<file path="src/rtl/tmr_pkg.sv">
package tmr_pkg;
  typedef enum logic [1:0] {
    MODE_VAR  = 2'd0,
    MODE_RLD  = 2'd1,
    MODE_PWM  = 2'd2,
    MODE_HOLD = 2'd3
  } tmr_mode_e;

  typedef struct packed {
    logic       ext_src;
    logic       gate_en;
    logic [2:0] wcode;
    tmr_mode_e  mode;
  } tmr_ctl_t;

  localparam int CTL_W = $bits(tmr_ctl_t);
endpackage

</file>
<file path="src/rtl/tmr_evt_sync.sv">
module tmr_evt_sync #(
  parameter int STAGES = 2
) (
  input  logic clk,
  input  logic rst_n,
  input  logic evt_i,
  output logic fall_o
);
  localparam int SH_W = STAGES + 1;

  logic [SH_W-1:0] sh_q, sh_d;

  always_comb begin
    sh_d = {sh_q[SH_W-2:0], evt_i};
  end

  always_ff @(posedge clk or negedge rst_n) begin
    if (!rst_n) sh_q <= '1;
    else        sh_q <= sh_d;
  end

  assign fall_o = sh_q[SH_W-1] & ~sh_q[SH_W-2];
endmodule

</file>
<file path="src/rtl/tmr_cnt_next.sv">
module tmr_cnt_next
  import tmr_pkg::*;
#(
  parameter int CNT_W  = 16,
  parameter int PRE_W  = 8,
  parameter int PWM_W  = 8,
  parameter int WC_W   = 3,
  parameter int W_BASE = 9
) (
  input  tmr_mode_e        mode,
  input  logic [WC_W-1:0]  wcode,
  input  logic [CNT_W-1:0] cnt,
  input  logic [PRE_W-1:0] pre,
  input  logic [CNT_W-1:0] rld,
  output logic [CNT_W-1:0] cnt_nx,
  output logic [PRE_W-1:0] pre_nx,
  output logic             wrap
);
  localparam int DIV_HI = PRE_W + PWM_W - 1;

  logic [CNT_W-1:0] mask;
  logic [PWM_W-1:0] pwm_inc;
  logic [PRE_W-1:0] div;

  assign div     = rld[DIV_HI -: PRE_W];
  assign pwm_inc = cnt[PWM_W-1:0] + PWM_W'(1);

  always_comb begin
    for (int i = 0; i < CNT_W; i++) mask[i] = (i < W_BASE + int'(wcode));
  end

  always_comb begin
    cnt_nx = cnt;
    pre_nx = '0;
    wrap   = 1'b0;
    case (mode)
      MODE_VAR: begin
        if ((cnt & mask) == mask) begin
          cnt_nx = '0;
          wrap   = 1'b1;
        end else begin
          cnt_nx = (cnt + CNT_W'(1)) & mask;
        end
      end
      MODE_RLD: begin
        if (&cnt) begin
          cnt_nx = rld;
          wrap   = 1'b1;
        end else begin
          cnt_nx = cnt + CNT_W'(1);
        end
      end
      MODE_PWM: begin
        if (pre == div) begin
          pre_nx = '0;
          cnt_nx = {{(CNT_W-PWM_W){1'b0}}, pwm_inc};
          wrap   = &cnt[PWM_W-1:0];
        end else begin
          pre_nx = pre + PRE_W'(1);
        end
      end
      default: begin
        cnt_nx = cnt;
      end
    endcase
  end
endmodule

</file>
<file path="src/rtl/tmr_pwm_out.sv">
module tmr_pwm_out
  import tmr_pkg::*;
#(
  parameter int PWM_W = 8
) (
  input  tmr_mode_e        mode,
  input  logic [PWM_W-1:0] cnt,
  input  logic [PWM_W-1:0] cmp,
  output logic             pwm_o
);
  assign pwm_o = (mode == MODE_PWM) && (cnt < cmp);
endmodule

</file>
<file path="src/rtl/tmr_chan.sv">
module tmr_chan
  import tmr_pkg::*;
#(
  parameter int CNT_W  = 16,
  parameter int PRE_W  = 8,
  parameter int PWM_W  = 8,
  parameter int W_BASE = 9,
  parameter int RST_WIDTH = 13
) (
  input  logic             clk,
  input  logic             rst_n,
  input  logic             ctl_we,
  input  logic [6:0]       ctl_wdata,
  input  logic             rld_we,
  input  logic [CNT_W-1:0] rld_wdata,
  input  logic             cnt_we,
  input  logic [CNT_W-1:0] cnt_wdata,
  input  logic             ovf_clr,
  input  logic             run_en,
  input  logic             gate_i,
  input  logic             evt_i,
  output logic [CNT_W-1:0] cnt_o,
  output logic             ovf_o,
  output logic             pwm_o
);
  localparam int WC_W = 3;
  localparam logic [WC_W-1:0] RST_WC = WC_W'(RST_WIDTH - W_BASE);

  tmr_ctl_t         ctl_q, ctl_d;
  logic [CNT_W-1:0] rld_q, rld_d;
  logic [CNT_W-1:0] cnt_q, cnt_d, cnt_nx;
  logic [PRE_W-1:0] pre_q, pre_d, pre_nx;
  logic             ovf_q, ovf_d;
  logic             evt_fall, tick, wrap;

  tmr_evt_sync #(.STAGES(2)) u_sync (
    .clk    (clk),
    .rst_n  (rst_n),
    .evt_i  (evt_i),
    .fall_o (evt_fall)
  );

  tmr_cnt_next #(
    .CNT_W(CNT_W), .PRE_W(PRE_W), .PWM_W(PWM_W),
    .WC_W(WC_W), .W_BASE(W_BASE)
  ) u_next (
    .mode   (ctl_q.mode),
    .wcode  (ctl_q.wcode),
    .cnt    (cnt_q),
    .pre    (pre_q),
    .rld    (rld_q),
    .cnt_nx (cnt_nx),
    .pre_nx (pre_nx),
    .wrap   (wrap)
  );

  tmr_pwm_out #(.PWM_W(PWM_W)) u_pwm (
    .mode  (ctl_q.mode),
    .cnt   (cnt_q[PWM_W-1:0]),
    .cmp   (rld_q[PWM_W-1:0]),
    .pwm_o (pwm_o)
  );

  assign tick = run_en
              & (~ctl_q.gate_en | gate_i)
              & (~ctl_q.ext_src | evt_fall);

  always_comb begin
    ctl_d = ctl_we ? tmr_ctl_t'(ctl_wdata) : ctl_q;
    rld_d = rld_we ? rld_wdata : rld_q;
    cnt_d = cnt_q;
    pre_d = pre_q;
    if (cnt_we) begin
      cnt_d = cnt_wdata;
      pre_d = '0;
    end else if (tick) begin
      cnt_d = cnt_nx;
      pre_d = pre_nx;
    end
    ovf_d = (tick & ~cnt_we & wrap) | (ovf_q & ~ovf_clr);
  end

  always_ff @(posedge clk or negedge rst_n) begin
    if (!rst_n) begin
      ctl_q <= '{ext_src: 1'b0, gate_en: 1'b0, wcode: RST_WC, mode: MODE_VAR};
      rld_q <= '0;
      cnt_q <= '0;
      pre_q <= '0;
      ovf_q <= 1'b0;
    end else begin
      ctl_q <= ctl_d;
      rld_q <= rld_d;
      cnt_q <= cnt_d;
      pre_q <= pre_d;
      ovf_q <= ovf_d;
    end
  end

  assign cnt_o = cnt_q;
  assign ovf_o = ovf_q;
endmodule

</file>
<file path="config.mk">
export PLATFORM = sky130hd
export DESIGN_NAME = tmr_chan
export DESIGN_NICKNAME = d
export VERILOG_FILES = /design/src/rtl/tmr_pkg.sv /design/src/rtl/tmr_evt_sync.sv /design/src/rtl/tmr_cnt_next.sv /design/src/rtl/tmr_pwm_out.sv /design/src/rtl/tmr_chan.sv
export SDC_FILE = /design/constraint.sdc
export NUM_CORES = 1
export LEC_CHECK = 0
export BUFFER_PORTS_ARGS = -buffer_cell sky130_fd_sc_hd__buf_2
export CORE_MARGIN = 2
export CORE_UTILIZATION = 35
export DETAILED_ROUTE_END_ITERATION = 12
export HOLD_SLACK_MARGIN = 0.08
export SLEW_MARGIN = 15
export SYNTH_ARGS = -nofsm -noshare
export SYNTH_HDL_FRONTEND = slang
export SYNTH_SLANG_ARGS = --single-unit
</file>
<file path="constraint.sdc">
create_clock -name clk -period 2.53 [get_ports clk]
set_input_delay 0.1265 -clock clk [delete_from_list [all_inputs] [get_ports clk]]
set_output_delay 0.1265 -clock clk [all_outputs]
set_load 0.02 [all_outputs]
</file>
-- Word-level counts from Yosys, hierarchy flattened
Cells that the tools add are included.
- bits of input ports: 48
- output and inout bits: 18
- flip-flop bits (word level): 51
- word-level logic and storage cells: 72
- $add $sub $neg: 4
- multiplexer cells: 14
- $lt $le $gt $ge: 17
- bitwise operators: 16
- equal/unequal tests: 5
- reduce and logical (&&, ||, !) cells: 7
- operator list (cell ; number):
    5-bit by 32-bit less-than comparator with 1-bit output, first input constant ; 8
    4-bit by 32-bit less-than comparator with 1-bit output, first input constant ; 4
    16-bit 2-to-1 mux ; 5
    3-bit by 32-bit less-than comparator with 1-bit output, first input constant ; 2
    16-bit case mux with 3 select lines ; 1
    16-bit bitwise AND ; 2
    1-bit by 32-bit less-than comparator with 1-bit output, first input constant ; 1
    2-bit by 32-bit less-than comparator with 1-bit output, first input constant ; 1
    8-bit 2-to-1 mux ; 4
    16-bit by 1-bit adder with 16-bit output, second input constant ; 1
    8-bit by 1-bit adder with 8-bit output, second input constant ; 2
    16-bit == test ; 1
    16-bit AND reduction ; 1
    8-bit == test ; 1
    8-bit less-than comparator ; 1
    8-bit AND reduction ; 1
    1-bit bitwise AND ; 6
    4-bit by 3-bit adder with 5-bit output, first input constant ; 1
    1-bit NOT ; 5
    4-bit nonzero test ; 1
    1-bit 2-to-1 mux ; 3
    3-bit by 2-bit != test with 1-bit output, second input constant ; 1
    1-bit OR ; 3
    1-bit case mux with 3 select lines ; 1
    6 further kinds ; 6

-- Logic depth before layout (Yosys ltp)
Gate-level depths: netlist of run 1.
- depth after elaboration: 8
- mapped depth: 9
- depth with buffers taken out: 8

-- By module
A second synthesis of run 1 with hierarchy kept.
- cell total of the unflattened synthesis: 394
- area, all modules: 3733.6 µm²
- modules (own cells, without submodules) (module ; seq. area each (µm²) ; cells each ; area each (µm²) ; instances):
    tmr_chan ; 1202.4 ; 127 ; 1953.1 ; 1
    tmr_cnt_next ; 0.0 ; 237 ; 1498.9 ; 1
    tmr_pwm_out ; 0.0 ; 26 ; 188.9 ; 1
    tmr_evt_sync ; 78.8 ; 4 ; 92.6 ; 1

-- Worst setup path before layout of run 1
No wires, ideal clock.
- path type: register to register
- from: register cnt_q[1], in the netlist cnt_o[1]
- to: register cnt_q[3], in the netlist cnt_o[3]
- arrival: 2185 ps
- slack: 210 ps
- path buffers: 2
- period minus slack after synthesis: 2320 ps
- required time: 2395 ps
- setup time: 135 ps
- cell stages (with the launch flop): 10
- cell sequence: dfrtp_1 > ha_1 > clkbuf_1 > inv_1 > nor4_4 > and2_1 > buf_2 > nor3_1 > a311oi_1 > a31oi_1
- longest elaborated chain between the ends: 6
- elaborated cells between the ends (all ways): 12
- those cells by class: add/sub (2); eq/ne (1); mux (6); bitwise (2); reduce/logical (1)
- ends and longest elaborated chain (element ; RTL line ; RTL):
    start, declared ; tmr_chan.sv:31 ; logic [CNT_W-1:0] cnt_q, cnt_d, cnt_nx;
    start signal, assigned ; tmr_chan.sv:93 ; cnt_q <= cnt_d;
    16-bit by 1-bit adder with 16-bit output or 16-bit bitwise AND (tied branches) ; tmr_cnt_next.sv:42, tmr_cnt_next.sv:50, tmr_cnt_next.sv:38 ;
    16-bit bitwise AND or 16-bit == test (tied branches) ; tmr_cnt_next.sv:42, tmr_cnt_next.sv:38 ;
    16-bit 2-to-1 mux ; tmr_cnt_next.sv:38 ; if ((cnt & mask) == mask) begin
    16-bit case mux with 3 select lines * ; tmr_cnt_next.sv:36 ; case (mode)
    16-bit 2-to-1 mux * ; tmr_chan.sv:76 ; end else if (tick) begin
    16-bit 2-to-1 mux * ; tmr_chan.sv:73 ; if (cnt_we) begin
Every way passes the cells marked *; elsewhere a longest branch is shown, timed or not. The select of a mux whose other input is x is not followed.
A chain may end at the register's enable or synchronous reset.

-- Worst setup path in the final report of run 1
- from: register ctl_q[2] in the netlist's numbering
- to: register cnt_q[13], in the netlist cnt_o[13]
- longest elaborated chain between the ends: 8
- elaborated cells between the ends (all ways): 24
- those cells by class: add/sub (1); order compare (16); eq/ne (1); mux (4); bitwise (2)
- ends and longest elaborated chain (element ; RTL line ; RTL):
    start, declared ; tmr_chan.sv:29 ; tmr_ctl_t ctl_q, ctl_d;
    start signal, assigned ; tmr_chan.sv:85 ; ctl_q <= '{ext_src: 1'b0, gate_en: 1'b0, wcode: RST_WC, mode: MODE_VAR};
    start signal, assigned ; tmr_chan.sv:91 ; ctl_q <= ctl_d;
    4-bit by 3-bit adder with 5-bit output * ; tmr_cnt_next.sv:29 ; for (int i = 0; i < CNT_W; i++) mask[i] = (i < W_BASE + int'(wcode));
    1-bit by 32-bit less-than comparator with 1-bit output, or another cell as far along ; tmr_cnt_next.sv:29 ;
    16-bit bitwise AND ; tmr_cnt_next.sv:38 ;
    16-bit == test ; tmr_cnt_next.sv:38 ;
    16-bit 2-to-1 mux * ; tmr_cnt_next.sv:38 ;
    16-bit case mux with 3 select lines * ; tmr_cnt_next.sv:36 ;
    16-bit 2-to-1 mux * ; tmr_chan.sv:76 ;
    16-bit 2-to-1 mux * ; tmr_chan.sv:73 ;
Marked as above.

==> results.yml, run 1 <==
timing:
  finalMaxSlewViolations: 0
  worstMarginPinSlew_ns: 0.631
  setup_viol: 0
  final-hold-violation-count: 0
  relSlewSlack_pct: 57.5
  finalCritPeriodShare_pct: 95.3
  min_period_ns: 2.41
  fmax_mhz: 415
  clock_skew_ns: 0.00745
  tns_ns: 0
  rsz0062_at_grt: "false"
worst_setup_path:
  cp_num_buf_inv: 0
  path_cells: "ha_1, ha_1, nor2_2, a31o_2, o2111a_1, nand3_1, or4b_1, a21oi_2"
  startpoint_type: "flip-flop"
  cpLargestDelayFamily: "simple AND/OR/NAND/NOR gates"
  worstSetupEndpointType: "flip-flop"
  required_ns: 2.78
  cp.arrival_ns: 2.66
  path_class: "flip-flop to flip-flop"
  crit_path_top_delay_cell: "or4b_1"
  crit_fanout: 7
  max_stage_delay_ns: 0.49
  crit_path_frequent_cell: "ha_1"
cts:
  cts_max_level: 2
  clkSinkCount: 51
  cts_tree: "yes"
  cts_max_path_buffers: 2
  clk_latency_ns: 0.32
  numCtsBuffers: 5
  cts-root-buf: "clkbuf_8"
  clk_pin_slew_ns: 0.10
placed_design:
  dp_cells: 612
  port_buffers: 65
  place_congestion: 0.939
  dp_hpwl_mm: 8.51
yosys:
  synth_top_area_share_pct: 33.0
  syn_nets: 472
  yosysTopAreaCell: "dfrtp_1"
  yosysUniqueCellTypes: 57
  yosysWarningCount: 0
  synth-edff-count: 0
  yosysSeqAreaShare_pct: 35.9
  synth-async-reset-ratio_pct: 100
  avgSynthCellArea_sq_um: 8.76
  synthCells: 407
  synth-seq-cells: 51
  ys.flop_type: "dfrtp_1"
  netlist_area_sq_mm: 0.00357
  synth_area_leaders: "dfrtp_1 (33%), ha_1 (6.0%), o21ai_0 (4.9%), xnor2_1 (4.4%), mux2_2 (4.1%)"
routing:
  wirelength_mm: 11.3
  wl_per_cell_microns: 17.4
  drc: 0
  drt_iter0_drc: 320
  vias: 3571
  via_per_inst: 5.50
  first_pass_iters: 5
  antenna_left: 0
layout:
  nets: 580
  antenna_cells: 0
  final_common_cell: "buf_2"
  drive_above_1_share_pct: 25.8
  stdcell_count: 649
  layout_common_cells: "buf_2 (65), dfrtp_1 (47), nand2_1 (37)"
  area_delta_synth_final_pct: 27.9
global_routing:
  antenna_found_initial: 0
  grt_max_degree: 33
  grt_overflow: 0
  grt_pass1_vias: 3651
  grt_pass1_wl_mm: 18.5
  track_usage_pct: 21.0
power:
  peakVddDrop_uv: 223
  p_leak_nw: 2.01
  powerDensity_mw_per_mm2: 530
  p_total_mw: 2.42
floorplanning:
  core_sq_mm: 0.00982
  fp.dieH_microns: 105
  die_x_microns: 105
  initial_utilization_pct: 36.3
  die_area_sq_mm: 0.0110
  ios: 66
  rows: 36
run:
  drv_cap: 0
min_path:
  hold_class: "input pin to flip-flop"
run_status:
  status: "finished clean"
## tightest hold or removal path, delay by kind of cell
family	cells	cell delay, ns
AOI/OAI and AO/OA	2	0.18
buffers and inverters	1	0.08
## area by class of cell
| class | count | area [sq um] |
|---|---|---|
| Fill cell | 1028 | 5260 |
| Multi-Input combinational cell | 315 | 2130 |
| Sequential cell | 51 | 1280 |
| Timing Repair Buffer | 123 | 828 |
| Tap cell | 133 | 166 |
| Clock buffer | 6 | 72.6 |
| Inverter | 19 | 71.3 |
| Clock inverter | 2 | 12.5 |
## through the flow
step / instance area (sq um) / util (%) / setup WS, ns / hold slack (ns)
final: 4560 / 46.4 / 0.120 / 0.0912
after detailed placement: 4180 / 42.6 / 0.0998 / 0.0957
after floorplan: 3570 / - / 0.210 / -0.169
after global placement: 4180 / 42.6 / 0.136 / 0.0992
after CTS: 4540 / 46.2 / 0.0799 / 0.0886
after global routing: 4560 / 46.4 / 0.0111 / 0.101
## per-layer routing
layer  share of wire, %  vias to the layer above  track usage [%]
met5                  0                        -                0
met4                2.1                        0             5.90
met3                5.6                       19             3.49
met2                 47                      119             35.1
met1                 46                     1708             28.0
li1                   -                     1725                -
## synth_stat cells, drive strengths merged, types with 9 or more instances
cell and count:
dfrtp 47, and3 9, xnor2 18, inv 19, nor3 13, a21oi 20
nor2 19, nand3 19, buf 9, o21ai 36, mux2 13, ha 17
clkbuf 13, nand2 38, o22ai 12
## registers in the layout (all words and copies together) (netlist names)
name,count
pre_q,8
ctl_q,7
u_sync.sh_q,3
rld_q,16
ovf_o,1
cnt_o,16
## worst paths after layout
kind,start,to,slack [ns],depth (start not counted)
max,ctl_q[2]$_DFFE_PN0P_,cnt_o[13]$_DFFE_PN0P_,0.12,8
min,cnt_wdata[13],cnt_o[13]$_DFFE_PN0P_,0.09,3
max reg2reg,ctl_q[2]$_DFFE_PN0P_,cnt_o[13]$_DFFE_PN0P_,0.12,8
min reg2reg,u_sync.sh_q[0]$_DFF_PN1_,u_sync.sh_q[1]$_DFF_PN1_,0.36,0
max in group asynchronous,rst_n,ctl_q[4]$_DFFE_PN1P_,1.43,3
min in group asynchronous,rst_n,rld_q[10]$_DFFE_PN0P_,0.27,2
## where the power goes
group	total, mW	internal (mW)	switching, mW
Sequential	1.00	0.899	0.102
Combinational	0.925	0.390	0.536
Clock	0.493	0.194	0.299
## logic make-up after synthesis
| kind of cell | count (synthesis) | share of synthesized area (%) |
|---|---|---|
| AND/OR/NAND/NOR | 141 | 21.8 |
| AO/OA/AOI/OAI | 121 | 21.9 |
| flip-flops | 51 | 35.9 |
| buffers and inverters | 41 | 4.63 |
| XOR/XNOR | 22 | 5.40 |
| adder cells (fa/ha/maj) | 17 | 5.96 |
| multiplexers | 14 | 4.39 |
## timing repair
action	CTS	global route
setup endpoints to repair	0	9
hold buffers	27	0
buffers inserted	0	2
endpoints found under the hold margin	45	0
gates resized for setup	0	2
No activity file was read; power rests on OpenSTA's default activity.
==> inputs of run 2 (changes only) <==
--- a/config.mk
+++ b/config.mk
@@ -6,7 +6,7 @@
 export NUM_CORES = 1
 export LEC_CHECK = 0
 export BUFFER_PORTS_ARGS = -buffer_cell sky130_fd_sc_hd__buf_2
-export CORE_MARGIN = 2
+export CORE_MARGIN = 5
 export CORE_UTILIZATION = 35
 export DETAILED_ROUTE_END_ITERATION = 12
 export HOLD_SLACK_MARGIN = 0.08
==> results.yml, run 2 (synthesis gave the netlist of run 1 again) <==
routing:
  vias: 3642
  drc: 0
  via_per_inst: 5.59
  first_pass_iters: 7
  wirelength_mm: 11.7
  wl_per_cell_microns: 18.0
  drt_iter0_drc: 244
  antenna_left: 0
global_routing:
  grt_overflow: 0
  grt_max_degree: 31
  grt_pass1_wl_mm: 18.8
  grt_pass1_vias: 3577
  antenna_found_initial: 0
  track_usage_pct: 18.6
worst_setup_path:
  required_ns: 2.73
  worstSetupEndpointType: "flip-flop"
  cp_num_buf_inv: 1
  r2r_slack_ns: 0.10
  path_class: "flip-flop to flip-flop"
  reg2reg_depth: 8
  path_cells: "ha_1, ha_2, nor4_1, o2111a_1, o211ai_1, buf_4, a31oi_1, o21ai_1"
  cp.depth: 8
  cpLargestDelayFamily: "compound AO/OA/AOI/OAI gates"
  cp.arrival_ns: 2.63
  crit_fanout: 9
  crit_path_top_delay_cell: "nor4_1"
  max_stage_delay_ns: 0.46
  startpoint_type: "flip-flop"
cts:
  cts_max_level: 2
  numCtsBuffers: 5
  clk_latency_ns: 0.32
  clkSinkCount: 51
  clk_pin_slew_ns: 0.10
  cts-root-buf: "clkbuf_8"
  cts_tree: "yes"
  cts_max_path_buffers: 2
power:
  powerDensity_mw_per_mm2: 554
  p_int_mw: 1.60
  p_leak_nw: 2.03
  combinationalPowerShare_pct: 38.0
  switching_share_pct: 37.4
  switching_power_mw: 0.958
  power_frac_seq_pct: 38.4
  peakVddDrop_uv: 280
  clockPowerShare_pct: 23.6
timing:
  setup_viol: 0
  worstMarginPinSlew_ns: 0.742
  finalMaxSlewViolations: 0
  fin_ws_ns: 0.104
  fmax_mhz: 412
  finalCritPeriodShare_pct: 95.9
  min_period_ns: 2.43
  clock_skew_ns: 0.00956
  final-hold-violation-count: 0
  relSlewSlack_pct: 50.6
min_path:
  hold_class: "input pin to flip-flop"
  hold_depth: 3
layout:
  antenna_cells: 0
  layout_common_cells: "buf_2 (65), dfrtp_1 (47), nand2_1 (37)"
  area_delta_synth_final_pct: 29.5
  stdcell_count: 652
  drive_above_1_share_pct: 27.0
  nets: 583
  final_common_cell: "buf_2"
run:
  drv_cap: 0
floorplanning:
  die_x_microns: 111
  die_area_sq_mm: 0.0123
  initial_utilization_pct: 36.1
  rows: 36
  ios: 66
  core_sq_mm: 0.00986
  fp.dieH_microns: 111
placed_design:
  dp_cells: 615
  port_buffers: 65
  dp_hpwl_mm: 8.81
  place_congestion: 0.933
  place_worst_setup_slack_ns: -0.0853
run_status:
  status: "finished clean"
-- run 2: changes by cell type in the layout (fill, tap and decap cells not counted) --
cell | before | now
buf_4 | 31 | 36
dlygate4sd3_1 | 27 | 25
bufinv_16 | 0 | 1
clkinv_2 | 1 | 0
clkinvlp_4 | 1 | 0
ha_1 | 17 | 16
ha_2 | 0 | 1
inv_6 | 0 | 1
nand3_1 | 19 | 18
nand3_2 | 0 | 1
nor2_2 | 1 | 0
nor2_4 | 0 | 1
-- run 2: worst reg2reg max path: stages, from the launching register on --
cell and delay (ns):
dfrtp_1 0.43, ha_1 0.22, ha_2 0.33, nor4_1 0.46, o2111a_1 0.29, o211ai_1 0.11
buf_4 0.18, a31oi_1 0.22, o21ai_1 0.08
-- run 2: worst paths after layout --
| kind | to | startpoint |
|---|---|---|
| min | cnt_o[15]$_DFFE_PN0P_ | cnt_wdata[15] |
| min reg2reg | u_sync.sh_q[1]$_DFF_PN1_ | u_sync.sh_q[0]$_DFF_PN1_ |
| max | cnt_o[14]$_DFFE_PN0P_ | ctl_q[2]$_DFFE_PN0P_ |
| max reg2reg | cnt_o[14]$_DFFE_PN0P_ | ctl_q[2]$_DFFE_PN0P_ |
| min in group asynchronous | cnt_o[8]$_DFFE_PN0P_ | rst_n |
| max in group asynchronous | u_sync.sh_q[0]$_DFF_PN1_ | rst_n |
-- run 2: per-stage QoR --
stage	utilization, %	power (mW)	setup TNS (ns)	hold slack (ns)	area (sq um)
2_1_floorplan	-	1.55	0	-0.169	3570
3_3_place_gp	42.6	1.90	-0.00769	0.226	4200
3_5_place_dp	42.6	1.91	-0.192	0.232	4200
4_1_cts	46.4	2.56	0	0.0823	4580
5_1_grt	46.8	2.70	-0.0363	0.0949	4620
6_report	46.8	2.56	0	0.0952	4620
-- run 2: final cells by class --
class | count | area (sq um)
sequential | 51 | 1280
clock inverter | 2 | 38.8
inverter | 19 | 71.3
multi-input combinational | 315 | 2140
fill | 971 | 5250
tap | 133 | 166
timing repair buffer | 126 | 846
clock buffer | 6 | 72.6
-- run 2: what timing repair did --
item                                    4_1_cts  5_1_grt
pin swaps                                     1        2
hold buffers                                 25        0
endpoints found under the hold margin        51        0
gates resized for setup                       1        4
endpoints found under the setup margin        6        9
buffers inserted                              1        3
-- run 2: per-layer routing --
layer | GRT usage [%] | part of all wire (%) | up-vias | wire length (microns)
met2 | 29.8 | 46 | 176 | 5390
met5 | 0 | 0 | - | 0
met3 | 3.77 | 7.6 | 22 | 892
li1 | - | - | 1730 | -
met1 | 25.3 | 45 | 1714 | 5240
met4 | 5.58 | 1.9 | 0 | 222
-- run 2: power by group through the flow --
stage               sequential [mW]  combinational, mW  clock (mW)
floorplan                      1.05              0.502           0
global placement              0.997              0.904           0
detailed placement             1.00              0.913           0
CTS                           0.984              0.949       0.625
global route                  0.994               1.06       0.649
finish                        0.983              0.972       0.604
==> inputs of run 3 (changes only) <==
--- a/config.mk
+++ b/config.mk
@@ -10,6 +10,7 @@
 export CORE_UTILIZATION = 35
 export DETAILED_ROUTE_END_ITERATION = 12
 export HOLD_SLACK_MARGIN = 0.08
+export REMOVE_ABC_BUFFERS = 1
 export SLEW_MARGIN = 15
 export SYNTH_ARGS = -nofsm -noshare
 export SYNTH_HDL_FRONTEND = slang
==> results.yml, run 3 (synthesis gave the netlist of run 1 again) <==
run_status:
  status: "finished clean"
layout:
  drive_above_1_share_pct: 27.5
  antenna_cells: 0
  fill_cells: 944
  layout_common_cells: "buf_2 (65), dfrtp_1 (47), buf_4 (41)"
  stdcell_count: 657
  final_common_cell: "buf_2"
  area_delta_synth_final_pct: 30.3
  design_area_sq_mm: 0.00465
  final_core_util_pct: 47.1
  nets: 588
timing:
  finalMaxSlewViolations: 0
  final-hold-violation-count: 0
  setup_viol: 0
  rsz0062_at_grt: "false"
  fmax_mhz: 408
  tns_ns: 0
  finalCritPeriodShare_pct: 97.0
  relSlewSlack_pct: 54.6
  worstMarginPinSlew_ns: 0.680
  fin_ws_ns: 0.0765
  min_period_ns: 2.45
  whs_ns: 0.0852
  clock_skew_ns: 0.0150
power:
  peakVddDrop_uv: 251
  p_total_mw: 2.59
  powerDensity_mw_per_mm2: 557
  p_leak_nw: 2.06
floorplanning:
  core_sq_mm: 0.00986
  die_x_microns: 111
  fp.dieH_microns: 111
  ios: 66
  rows: 36
  die_area_sq_mm: 0.0123
  initial_utilization_pct: 36.1
worst_setup_path:
  required_ns: 2.78
  r2r_slack_ns: 0.08
  reg2reg_depth: 8
  path_cells: "ha_1, ha_1, nor2_2, a31oi_1, a21oi_1, nand3_1, or4b_1, a21oi_2"
  rr_endpoint: "cnt_o[13]$_DFFE_PN0P_"
  path_class: "flip-flop to flip-flop"
  max_stage_delay_ns: 0.49
  startpoint_type: "flip-flop"
  critPathLaunch: "ctl_q[2]$_DFFE_PN0P_"
  cp.depth: 8
  worstSetupEndpointType: "flip-flop"
  cp.arrival_ns: 2.70
  cpLargestDelayFamily: "simple AND/OR/NAND/NOR gates"
  cp_num_buf_inv: 0
  crit_path_frequent_cell: "ha_1"
  endpoint: "cnt_o[13]$_DFFE_PN0P_"
  crit_path_top_delay_cell: "or4b_1"
  r2r_start: "ctl_q[2]$_DFFE_PN0P_"
  crit_fanout: 7
global_routing:
  grt_pass1_vias: 3685
  grt_overflow: 0
  grt_pass1_wl_mm: 19.5
  track_usage_pct: 19.4
  grt_max_degree: 52
  antenna_found_initial: 0
routing:
  wl_per_cell_microns: 18.2
  antenna_left: 0
  via_per_inst: 5.61
  drc: 0
  drt_iter0_drc: 305
  wirelength_mm: 11.9
  first_pass_iters: 4
  vias: 3685
cts:
  cts_max_path_buffers: 2
  cts_tree: "yes"
  clk_latency_ns: 0.32
  clk_pin_slew_ns: 0.10
  cts_max_level: 2
  numCtsBuffers: 5
  clkSinkCount: 51
  cts-root-buf: "clkbuf_8"
min_path:
  hold_class: "input pin to flip-flop"
placed_design:
  placed_area_sq_mm: 0.00425
  place_worst_setup_slack_ns: 0.0307
  dp_cells: 621
  dp_hpwl_mm: 9.07
  place_congestion: 0.927
  port_buffers: 65
run:
  drv_cap: 0
-- run 3: cell types whose count changed in the layout (fill, tap and decap cells not counted), sizes merged --
| cell | before | now |
|---|---|---|
| buf | 101 | 106 |
| clkbuf | 6 | 5 |
| clkinv | 0 | 1 |
-- run 3: worst min path at each step --
| stage | from | to | slack, ns | depth (start not counted) |
|---|---|---|---|---|
| 2_1_floorplan | rst_n | cnt_o[0]$_DFFE_PN0P_ | -0.17 | 0 |
| 6_report | cnt_wdata[15] | cnt_o[15]$_DFFE_PN0P_ | 0.09 | 3 |
| 3_3_place_gp | evt_i | u_sync.sh_q[0]$_DFF_PN1_ | 0.23 | 1 |
| 3_5_place_dp | evt_i | u_sync.sh_q[0]$_DFF_PN1_ | 0.23 | 1 |
| 5_1_grt | cnt_wdata[9] | cnt_o[9]$_DFFE_PN0P_ | 0.08 | 3 |
| 4_1_cts | cnt_wdata[15] | cnt_o[15]$_DFFE_PN0P_ | 0.08 | 3 |
-- run 3: layer usage --
| layer | track usage [%] | wire (microns) | vias up |
|---|---|---|---|
| met3 | 2.78 | 783 | 28 |
| li1 | - | - | 1738 |
| met2 | 31.1 | 5590 | 162 |
| met5 | 0 | 0 | - |
| met1 | 27.0 | 5260 | 1757 |
| met4 | 6.08 | 306 | 0 |
-- run 3: layout make-up --
type,count,area (sq um),area share (%)
clock buffers,5,68.8,1.48
clock inverters,3,47.5,1.02
inverters,19,71.3,1.53
multi-input cells,315,2130,45.8
flip-flops and latches,51,1280,27.6
well taps,133,166,3.58
repair buffers,131,883,19.0
-- run 3: worst register-to-register path: cells and delay by family, from the launching register on --
kind / cells / cell delay (ns)
AND/OR/NAND/NOR: 3 / 0.83
adder cells (fa/ha/maj): 2 / 0.62
AO/OA/AOI/OAI: 3 / 0.54
flip-flops: 1 / 0.40
-- run 3: report_power, final --
part	switching [mW]	internal, mW
registers	0.0840	0.899
logic	0.580	0.418
clock network	0.307	0.300
-- run 3: repair_timing --
item,4_1_cts,5_1_grt
hold buffers,25,0
pin swaps,1,0
resized for setup,0,2
buffers inserted,3,0
setup endpoints to repair,1,7
hold endpoints to repair,71,0
